$ cat src/rtl/chan_dma_pkg.sv
package chan_dma_pkg;

   // register select codes
   localparam logic [2:0] RA_CSR  = 3'd0;
   localparam logic [2:0] RA_LINK = 3'd1;
   localparam logic [2:0] RA_SRC  = 3'd2;
   localparam logic [2:0] RA_TGT  = 3'd3;
   localparam logic [2:0] RA_CMD  = 3'd4;

   // command word fields
   localparam int C_SRC_INC  = 31;
   localparam int C_TGT_INC  = 30;
   localparam int C_PACE_SRC = 29;
   localparam int C_PACE_TGT = 28;
   localparam int C_START_IE = 22;
   localparam int C_END_IE   = 21;
   localparam int C_BURST_LO = 16;
   localparam int C_WIDTH_LO = 14;
   localparam int LEN_W      = 13;

   // control/status fields
   localparam int S_RUN     = 31;
   localparam int S_DIRECT  = 30;
   localparam int S_STOP_IE = 29;
   localparam int S_REQ     = 8;
   localparam int S_STOPPED = 3;
   localparam int S_END     = 2;
   localparam int S_START   = 1;
   localparam int S_BERR    = 0;

   typedef enum logic [2:0] {
      SQ_IDLE,
      SQ_FETCH,
      SQ_GATE,
      SQ_READ,
      SQ_WRITE,
      SQ_CLOSE
   } seq_state_t;

   function automatic logic [2:0] elem_bytes(input logic [1:0] code);
      case (code)
         2'd1:    elem_bytes = 3'd1;
         2'd2:    elem_bytes = 3'd2;
         default: elem_bytes = 3'd4;
      endcase
   endfunction

   function automatic logic [5:0] burst_len(input logic [1:0] code, input logic [2:0] wb);
      case (code)
         2'd1:    burst_len = 6'd8;
         2'd2:    burst_len = 6'd16;
         2'd3:    burst_len = 6'd32;
         default: burst_len = {3'b000, wb};
      endcase
   endfunction

endpackage

$ cat src/rtl/chan_dma_sync.sv
module chan_dma_sync #(
   parameter int STAGES = 2
) (
   input  logic clk,
   input  logic rst_n,
   input  logic d,
   output logic q
);
   generate
      if (STAGES == 0) begin : g_pass
         assign q = d;
      end else begin : g_chain
         logic [STAGES-1:0] sh;
         always_ff @(posedge clk or negedge rst_n) begin
            if (!rst_n) begin
               sh <= '0;
            end else begin
               sh[0] <= d;
               for (int i = 1; i < STAGES; i++) sh[i] <= sh[i-1];
            end
         end
         assign q = sh[STAGES-1];
      end
   endgenerate
endmodule

$ cat src/rtl/chan_dma_regs.sv
module chan_dma_regs
   import chan_dma_pkg::*;
(
   input  logic        clk,
   input  logic        rst_n,
   input  logic        csr_we,
   input  logic [5:0]  csr_bits,   // {run, direct, stop_ie, end, start, berr}
   input  logic        clr_run,
   input  logic        set_end,
   input  logic        set_start,
   input  logic        set_err,
   input  logic        stopped,
   input  logic        dreq_s,
   output logic        run,
   output logic        direct,
   output logic        stop_ie,
   output logic        flag_end,
   output logic        flag_start,
   output logic        flag_err,
   output logic        irq,
   output logic [31:0] csr_value
);
   always_ff @(posedge clk or negedge rst_n) begin
      if (!rst_n) begin
         run        <= 1'b0;
         direct     <= 1'b0;
         stop_ie    <= 1'b0;
         flag_end   <= 1'b0;
         flag_start <= 1'b0;
         flag_err   <= 1'b0;
      end else begin
         if (csr_we) begin
            run     <= csr_bits[5];
            direct  <= csr_bits[4];
            stop_ie <= csr_bits[3];
         end else if (clr_run) begin
            run <= 1'b0;
         end
         flag_end   <= set_end   | (flag_end   & ~(csr_we & csr_bits[2]));
         flag_start <= set_start | (flag_start & ~(csr_we & csr_bits[1]));
         flag_err   <= set_err   | (flag_err   & ~(csr_we & csr_bits[0]));
      end
   end

   assign irq = flag_end | flag_start | flag_err | (stopped & stop_ie);

   always_comb begin
      csr_value            = '0;
      csr_value[S_RUN]     = run;
      csr_value[S_DIRECT]  = direct;
      csr_value[S_STOP_IE] = stop_ie;
      csr_value[S_REQ]     = dreq_s;
      csr_value[S_STOPPED] = stopped;
      csr_value[S_END]     = flag_end;
      csr_value[S_START]   = flag_start;
      csr_value[S_BERR]    = flag_err;
   end
endmodule

$ cat src/rtl/chan_dma_seq.sv
module chan_dma_seq
   import chan_dma_pkg::*;
(
   input  logic        clk,
   input  logic        rst_n,
   input  logic        run,
   input  logic        direct,
   input  logic        dreq_s,
   input  logic        wr_en,
   input  logic [2:0]  wr_addr,
   input  logic [31:0] wr_data,
   output logic        mem_req,
   output logic        mem_we,
   output logic [31:0] mem_addr,
   output logic [2:0]  mem_nbytes,
   output logic [31:0] mem_wdata,
   input  logic        mem_ack,
   input  logic        mem_err,
   input  logic [31:0] mem_rdata,
   output logic        stopped,
   output logic        clr_run,
   output logic        set_end,
   output logic        set_start,
   output logic        set_err,
   output logic [31:0] link_q,
   output logic [31:0] src_q,
   output logic [31:0] tgt_q,
   output logic [31:0] cmd_word
);
   localparam int REM_PAD = LEN_W - 3;

   seq_state_t       state;
   logic [31:4]      desc_q;
   logic [1:0]       widx;
   logic [31:0]      cmd_q;
   logic [LEN_W-1:0] rem_q;
   logic [5:0]       bleft_q;
   logic [31:0]      data_q;

   logic [2:0]       wb;
   logic [2:0]       elem;
   logic [5:0]       bleft_n;
   logic             paced;
   logic             acc;
   logic             last_elem;

   assign wb        = elem_bytes(cmd_q[C_WIDTH_LO +: 2]);
   assign elem      = (rem_q < {{REM_PAD{1'b0}}, wb}) ? rem_q[2:0] : wb;
   assign bleft_n   = (bleft_q > {3'b000, elem}) ? bleft_q - {3'b000, elem} : 6'd0;
   assign paced     = cmd_q[C_PACE_SRC] | cmd_q[C_PACE_TGT];
   assign last_elem = (rem_q == {{REM_PAD{1'b0}}, elem});

   assign mem_req    = (state == SQ_FETCH) || (state == SQ_READ) || (state == SQ_WRITE);
   assign mem_we     = (state == SQ_WRITE);
   assign mem_addr   = (state == SQ_FETCH) ? {desc_q, widx, 2'b00} :
                       (state == SQ_READ)  ? src_q : tgt_q;
   assign mem_nbytes = (state == SQ_FETCH) ? 3'd4 : elem;
   assign mem_wdata  = data_q;
   assign acc        = mem_req & mem_ack;

   assign stopped   = (state == SQ_IDLE);
   assign set_err   = acc & mem_err;
   assign set_end   = (state == SQ_CLOSE) & cmd_q[C_END_IE];
   assign set_start = ((state == SQ_IDLE) & run & direct & cmd_q[C_START_IE]) |
                      ((state == SQ_FETCH) & acc & ~mem_err & (widx == 2'd3) &
                       mem_rdata[C_START_IE]);
   assign clr_run   = set_err |
                      ((state == SQ_CLOSE) & run & (direct | link_q[0]));
   assign cmd_word  = {cmd_q[31:LEN_W], rem_q};

   always_ff @(posedge clk or negedge rst_n) begin
      if (!rst_n) begin
         state   <= SQ_IDLE;
         desc_q  <= '0;
         widx    <= '0;
         link_q  <= '0;
         src_q   <= '0;
         tgt_q   <= '0;
         cmd_q   <= '0;
         rem_q   <= '0;
         bleft_q <= '0;
         data_q  <= '0;
      end else begin
         case (state)
            SQ_IDLE: begin
               if (wr_en) begin
                  case (wr_addr)
                     RA_LINK: link_q <= wr_data;
                     RA_SRC:  src_q  <= wr_data;
                     RA_TGT:  tgt_q  <= wr_data;
                     RA_CMD: begin
                        cmd_q <= wr_data;
                        rem_q <= wr_data[LEN_W-1:0];
                     end
                     default: ;
                  endcase
               end else if (run) begin
                  if (direct) begin
                     state <= SQ_GATE;
                  end else begin
                     desc_q <= link_q[31:4];
                     widx   <= 2'd0;
                     state  <= SQ_FETCH;
                  end
               end
            end
            SQ_FETCH: begin
               if (acc) begin
                  if (mem_err) begin
                     state <= SQ_IDLE;
                  end else begin
                     case (widx)
                        2'd0: link_q <= mem_rdata;
                        2'd1: src_q  <= mem_rdata;
                        2'd2: tgt_q  <= mem_rdata;
                        default: begin
                           cmd_q <= mem_rdata;
                           rem_q <= mem_rdata[LEN_W-1:0];
                        end
                     endcase
                     widx <= widx + 2'd1;
                     if (widx == 2'd3) state <= SQ_GATE;
                  end
               end
            end
            SQ_GATE: begin
               if (!run) begin
                  state <= SQ_IDLE;
               end else if (rem_q == '0) begin
                  state <= SQ_CLOSE;
               end else if (!paced || dreq_s) begin
                  bleft_q <= burst_len(cmd_q[C_BURST_LO +: 2], wb);
                  state   <= SQ_READ;
               end
            end
            SQ_READ: begin
               if (acc) begin
                  if (mem_err) begin
                     state <= SQ_IDLE;
                  end else begin
                     data_q <= mem_rdata;
                     state  <= SQ_WRITE;
                  end
               end
            end
            SQ_WRITE: begin
               if (acc) begin
                  if (mem_err) begin
                     state <= SQ_IDLE;
                  end else begin
                     if (cmd_q[C_SRC_INC]) src_q <= src_q + {29'd0, elem};
                     if (cmd_q[C_TGT_INC]) tgt_q <= tgt_q + {29'd0, elem};
                     rem_q   <= rem_q - {{REM_PAD{1'b0}}, elem};
                     bleft_q <= bleft_n;
                     if (last_elem)           state <= SQ_CLOSE;
                     else if (bleft_n == 6'd0) state <= SQ_GATE;
                     else                      state <= SQ_READ;
                  end
               end
            end
            SQ_CLOSE: begin
               if (!run || direct || link_q[0]) begin
                  state <= SQ_IDLE;
               end else begin
                  desc_q <= link_q[31:4];
                  widx   <= 2'd0;
                  state  <= SQ_FETCH;
               end
            end
            default: state <= SQ_IDLE;
         endcase
      end
   end
endmodule

$ cat src/rtl/chain_dma_chan.sv
module chain_dma_chan
   import chan_dma_pkg::*;
#(
   parameter int SYNC_STAGES = 2
) (
   input  logic        clk,
   input  logic        rst_n,
   input  logic        reg_we,
   input  logic [2:0]  reg_addr,
   input  logic [31:0] reg_wdata,
   output logic [31:0] reg_rdata,
   output logic        mem_req,
   output logic        mem_we,
   output logic [31:0] mem_addr,
   output logic [2:0]  mem_nbytes,
   output logic [31:0] mem_wdata,
   input  logic        mem_ack,
   input  logic        mem_err,
   input  logic [31:0] mem_rdata,
   input  logic        dreq,
   output logic        irq
);
   generate
      if (SYNC_STAGES < 0 || SYNC_STAGES > 4) begin : g_bad_sync
         $error("SYNC_STAGES must lie in 0..4");
      end
   endgenerate

   logic        dreq_s;
   logic        run, direct, stop_ie;
   logic        flag_end, flag_start, flag_err;
   logic        stopped, clr_run, set_end, set_start, set_err;
   logic        csr_we;
   logic [31:0] csr_value, link_q, src_q, tgt_q, cmd_word;

   assign csr_we = reg_we & (reg_addr == RA_CSR);

   chan_dma_sync #(.STAGES(SYNC_STAGES)) i_sync (
      .clk (clk), .rst_n (rst_n), .d (dreq), .q (dreq_s)
   );

   chan_dma_regs i_regs (
      .clk        (clk),
      .rst_n      (rst_n),
      .csr_we     (csr_we),
      .csr_bits   ({reg_wdata[S_RUN], reg_wdata[S_DIRECT], reg_wdata[S_STOP_IE],
                    reg_wdata[S_END], reg_wdata[S_START], reg_wdata[S_BERR]}),
      .clr_run    (clr_run),
      .set_end    (set_end),
      .set_start  (set_start),
      .set_err    (set_err),
      .stopped    (stopped),
      .dreq_s     (dreq_s),
      .run        (run),
      .direct     (direct),
      .stop_ie    (stop_ie),
      .flag_end   (flag_end),
      .flag_start (flag_start),
      .flag_err   (flag_err),
      .irq        (irq),
      .csr_value  (csr_value)
   );

   chan_dma_seq i_seq (
      .clk        (clk),
      .rst_n      (rst_n),
      .run        (run),
      .direct     (direct),
      .dreq_s     (dreq_s),
      .wr_en      (reg_we),
      .wr_addr    (reg_addr),
      .wr_data    (reg_wdata),
      .mem_req    (mem_req),
      .mem_we     (mem_we),
      .mem_addr   (mem_addr),
      .mem_nbytes (mem_nbytes),
      .mem_wdata  (mem_wdata),
      .mem_ack    (mem_ack),
      .mem_err    (mem_err),
      .mem_rdata  (mem_rdata),
      .stopped    (stopped),
      .clr_run    (clr_run),
      .set_end    (set_end),
      .set_start  (set_start),
      .set_err    (set_err),
      .link_q     (link_q),
      .src_q      (src_q),
      .tgt_q      (tgt_q),
      .cmd_word   (cmd_word)
   );

   always_comb begin
      case (reg_addr)
         RA_CSR:  reg_rdata = csr_value;
         RA_LINK: reg_rdata = link_q;
         RA_SRC:  reg_rdata = src_q;
         RA_TGT:  reg_rdata = tgt_q;
         RA_CMD:  reg_rdata = cmd_word;
         default: reg_rdata = '0;
      endcase
   end
endmodule

$ cat config.mk
export PLATFORM = sky130hd
export DESIGN_NAME = chain_dma_chan
export DESIGN_NICKNAME = d
export VERILOG_FILES = /design/src/rtl/chan_dma_pkg.sv /design/src/rtl/chan_dma_sync.sv /design/src/rtl/chan_dma_regs.sv /design/src/rtl/chan_dma_seq.sv /design/src/rtl/chain_dma_chan.sv
export SDC_FILE = /design/constraint.sdc
export NUM_CORES = 1
export LEC_CHECK = 0
export ABC_AREA = 1
export ABC_CLOCK_PERIOD_IN_PS = 4300
export BUFFER_PORTS_ARGS = -buffer_cell sky130_fd_sc_hd__buf_2
export CORE_ASPECT_RATIO = 1.75
export CORE_MARGIN = 3
export CORE_UTILIZATION = 31
export DETAILED_ROUTE_END_ITERATION = 8
export GPL_TIMING_DRIVEN = 0
export PLACE_DENSITY_LB_ADDON = 0.15
export REMOVE_ABC_BUFFERS = 1
export SYNTH_ARGS = -nofsm -noshare
export SYNTH_HDL_FRONTEND = slang
export SYNTH_SLANG_ARGS = --single-unit
$ cat constraint.sdc
create_clock -name clk -period 4.3 [get_ports clk]
set_input_delay 1.075 -clock clk [delete_from_list [all_inputs] [get_ports clk]]
set_output_delay 1.075 -clock clk [all_outputs]
set_load 0.02 [all_outputs]
==> results_dict.tcl <==
set metrics [dict create \
    nNetsFinal 2040 \
    antenna_found_initial 0 \
    drt_iter0_drc 934 \
    yosysSeqAreaShare_pct 39.6 \
    clockRootBuffer "clkbuf_16" \
    crit_start "reg_addr[1]" \
    start_kind "primary input" \
    syn2layout_area_growth_pct 20.5 \
    rsz0062_at_grt "yes" \
    grt_usage_pct 24.4 \
    min_period_ns 4.19 \
    wl_per_cell_microns 22.1 \
    crit_slowest_cell "inv_1" \
    path_clk_slew_ns 0.06 \
    setup_viol 0 \
    crit_path_end_kind "primary output" \
    dpl-instance-area_sq_um 14700 \
    viasPerCell 5.25 \
    ys_async_sr_fraction_pct 100 \
    crit_path_max_incr_delay_ns 0.57 \
    cts_max_path_buffers 3 \
    wirelength_microns 55500 \
    gp_congestion 0.918 \
    crit_type "in2out" \
    slew_headroom_pct 16.9 \
    coreArea_sq_um 41300 \
    critPathMaxFanout 21 \
    worstPathRequired_ns 3.22 \
    cts_made_buffers 23 \
    switching_power_uw 6900 \
    vdd_ir_drop_max_uv 356 \
    antenna_left 0 \
    drive_above_1_share_pct 18.3 \
    netlist_area_sq_um 13100 \
    grt_max_degree 94 \
    maxSlewViolCount 0 \
    die_h_microns 278 \
    rr_startpoint "i_seq.cmd_q[14]$_DFFE_PN0P_" \
    switching_share_pct 51.4 \
    dieArea_sq_um 44800 \
    io_pins 175 \
    timing.fmax_ghz 0.239 \
    fin_crit_sh_pct 97.4 \
    stdcell_count 2513 \
    drc 0 \
    num_rows 98 \
    grt_pass1_vias 13300 \
    worst_pin_slew_ns 1.23 \
    antennaDiodeCount 0 \
    status "finished clean" \
    overflow 0 \
    layout_commonest_cell "nand2_1" \
    io_buffers 174 \
    die_width_microns 161 \
    path_cells "buf_2 > inv_1 > nor3_2 > inv_1 > o22ai_1 > a221oi_1 > o21ai_0 > buf_2" \
    syn_area_per_cell_sq_um 7.29 \
    synth_cell_types 57 \
    dp_hpwl_microns 41100 \
    placedCellCount 2458 \
    r2r-end "i_seq.tgt_q[30]$_DFFE_PN0P_" \
    r2r_cells 23 \
    clk_latency_ns 0.53 \
    worstSetupEndpoint "reg_rdata[1]" \
    grt_pass1_wl_microns 83100 \
    synth_cells 1794 \
    hold_path_class "reg2reg" \
    cap_viol_max_count 0 \
    finalSetupTns_ns 0 \
    cts.sinks 207 \
    num_vias 13200 \
    sequentialPowerShare_pct 27.6 \
    power.leakage_uw 0.00743 \
    critPathArrivalTime_ns 3.11 \
    synth_seq_cells 207 \
    final_cell_area_sq_um 15700 \
    ys_dominant_reg_cell "dfrtp_1" \
    cts_hold_buffers 0 \
    dr.pass1.iters 5 \
    start_util_pct 31.6 \
    layout_common_cells "nand2_1, inv_1, dfrtp_1" \
    p_int_uw 6540 \
    htreeDepth 1 \
    synth_edf_count 0 \
    fin_skew_ns 0.0173 \
    p_per_area_nw_per_um2 853 \
    p_clk_share_pct 17.2 \
    hold_violations 0 \
    combPwrFrac_pct 55.3 \
    yosys_warnings 0 \
    cts_tree "done" \
    r2r_slack_ns 0.29 \
]
==> cells by family (layout without fill, tap and decap cells) <==
group | count (synthesis) | after routing | share of synthesized area [%]
AND/OR/NAND/NOR | 802 | 803 | 27.5
AO/OA/AOI/OAI | 431 | 431 | 20.1
buffers and inverters | 319 | 487 | 9.39
flip-flops | 207 | 207 | 39.6
adder cells (fa/ha/maj) | 19 | 19 | 1.93
multiplexers | 16 | 16 | 1.38
==> worst max-delay path, delay by kind of cell <==
kind / cells / cell delay (ns)
buffers and inverters: 4 / 1.01
AO/OA/AOI/OAI: 3 / 0.57
AND/OR/NAND/NOR: 1 / 0.43
==> sequential cells by signal, indices dropped and copies added (netlist names), 2 cells and up <==
signal,cells
i_seq.tgt_q,32
i_seq.rem_q,13
i_seq.mem_wdata,32
i_seq.src_q,32
i_sync.g_chain.sh,2
i_seq.link_q,32
i_seq.desc_q,28
i_seq.bleft_q,6
i_seq.state,3
i_seq.widx,2
i_seq.cmd_q,19
==> layout make-up <==
class	count	area, sq um
Fill cell	4433	25600
Multi-Input combinational cell	1269	6740
Tap cell	550	688
Timing Repair Buffer	204	1340
Clock buffer	29	638
Sequential cell	207	5180
Inverter	240	925
Timing Repair inverter	3	22.5
Clock inverter	11	210
==> Yosys cell counts, drive strengths merged (6+ instances only) <==
master | instances | area (sq um)
a22oi | 49 | 368
a31oi | 23 | 144
clkbuf | 57 | 214
mux2 | 16 | 180
nand4 | 20 | 144
a21boi | 6 | 45.0
ha | 17 | 213
o2111ai | 11 | 96.3
nor4 | 9 | 56.3
o221ai | 13 | 114
o21ai | 214 | 1080
nor2 | 195 | 830
buf | 22 | 109
a221o | 13 | 130
inv | 238 | 896
nand3 | 131 | 688
a21oi | 48 | 255
a221oi | 9 | 78.8
or2 | 6 | 37.5
nor3 | 44 | 225
o22ai | 26 | 163
dfrtp | 207 | 5180
nand2 | 393 | 1590
==> how the worst min path moves through the flow <==
stage                                               from                              to  slack (ns)  cells after the start
after floorplan           i_sync.g_chain.sh[0]$_DFF_PN0_  i_sync.g_chain.sh[1]$_DFF_PN0_        0.33                      0
after global placement    i_sync.g_chain.sh[0]$_DFF_PN0_  i_sync.g_chain.sh[1]$_DFF_PN0_        0.34                      0
after detailed placement  i_sync.g_chain.sh[0]$_DFF_PN0_  i_sync.g_chain.sh[1]$_DFF_PN0_        0.35                      0
after CTS                 i_sync.g_chain.sh[0]$_DFF_PN0_  i_sync.g_chain.sh[1]$_DFF_PN0_        0.36                      0
after global routing      i_sync.g_chain.sh[0]$_DFF_PN0_  i_sync.g_chain.sh[1]$_DFF_PN0_        0.36                      0
final                     i_sync.g_chain.sh[0]$_DFF_PN0_  i_sync.g_chain.sh[1]$_DFF_PN0_        0.36                      0
==> metal layers <==
metal | track usage (%) | vias to the layer above | wire, microns
li1 | - | 6362 | -
met1 | 27.0 | 6299 | 20600
met2 | 45.8 | 418 | 29500
met3 | 2.00 | 117 | 2270
met4 | 12.7 | 0 | 3180
met5 | 0 | - | 0
==> power groups by stage <==
stage | clock (uW) | combinational, uW | sequential [uW]
floorplan | 0 | 4560 | 3610
global placement | 0 | 7080 | 3700
detailed placement | 0 | 7290 | 3720
CTS | 2350 | 7400 | 3690
global route | 2420 | 8190 | 3830
finish | 2310 | 7430 | 3710
==> what timing repair did <==
item,in CTS,in global routing
cloned,4,0
resized for setup,17,2
setup endpoints to repair,83,36
pin swaps,1,0
setup buffers,5,5
==> metrics by stage <==
| step | setup WS [ns] | total power [uW] | util (%) | hold WS (ns) |
|---|---|---|---|---|
| finish | 0.112 | 13400 | 38.1 | 0.361 |
| CTS | 0.00792 | 13400 | 37.9 | 0.364 |
| detailed placement | -0.618 | 11000 | 35.6 | 0.350 |
| global placement | -8.13 | 10800 | 34.6 | 0.336 |
| global route | -0.0772 | 14400 | 38.1 | 0.363 |
| floorplan | -2.52 | 8160 | - | 0.331 |
Power figures use the tool's default switching activity.
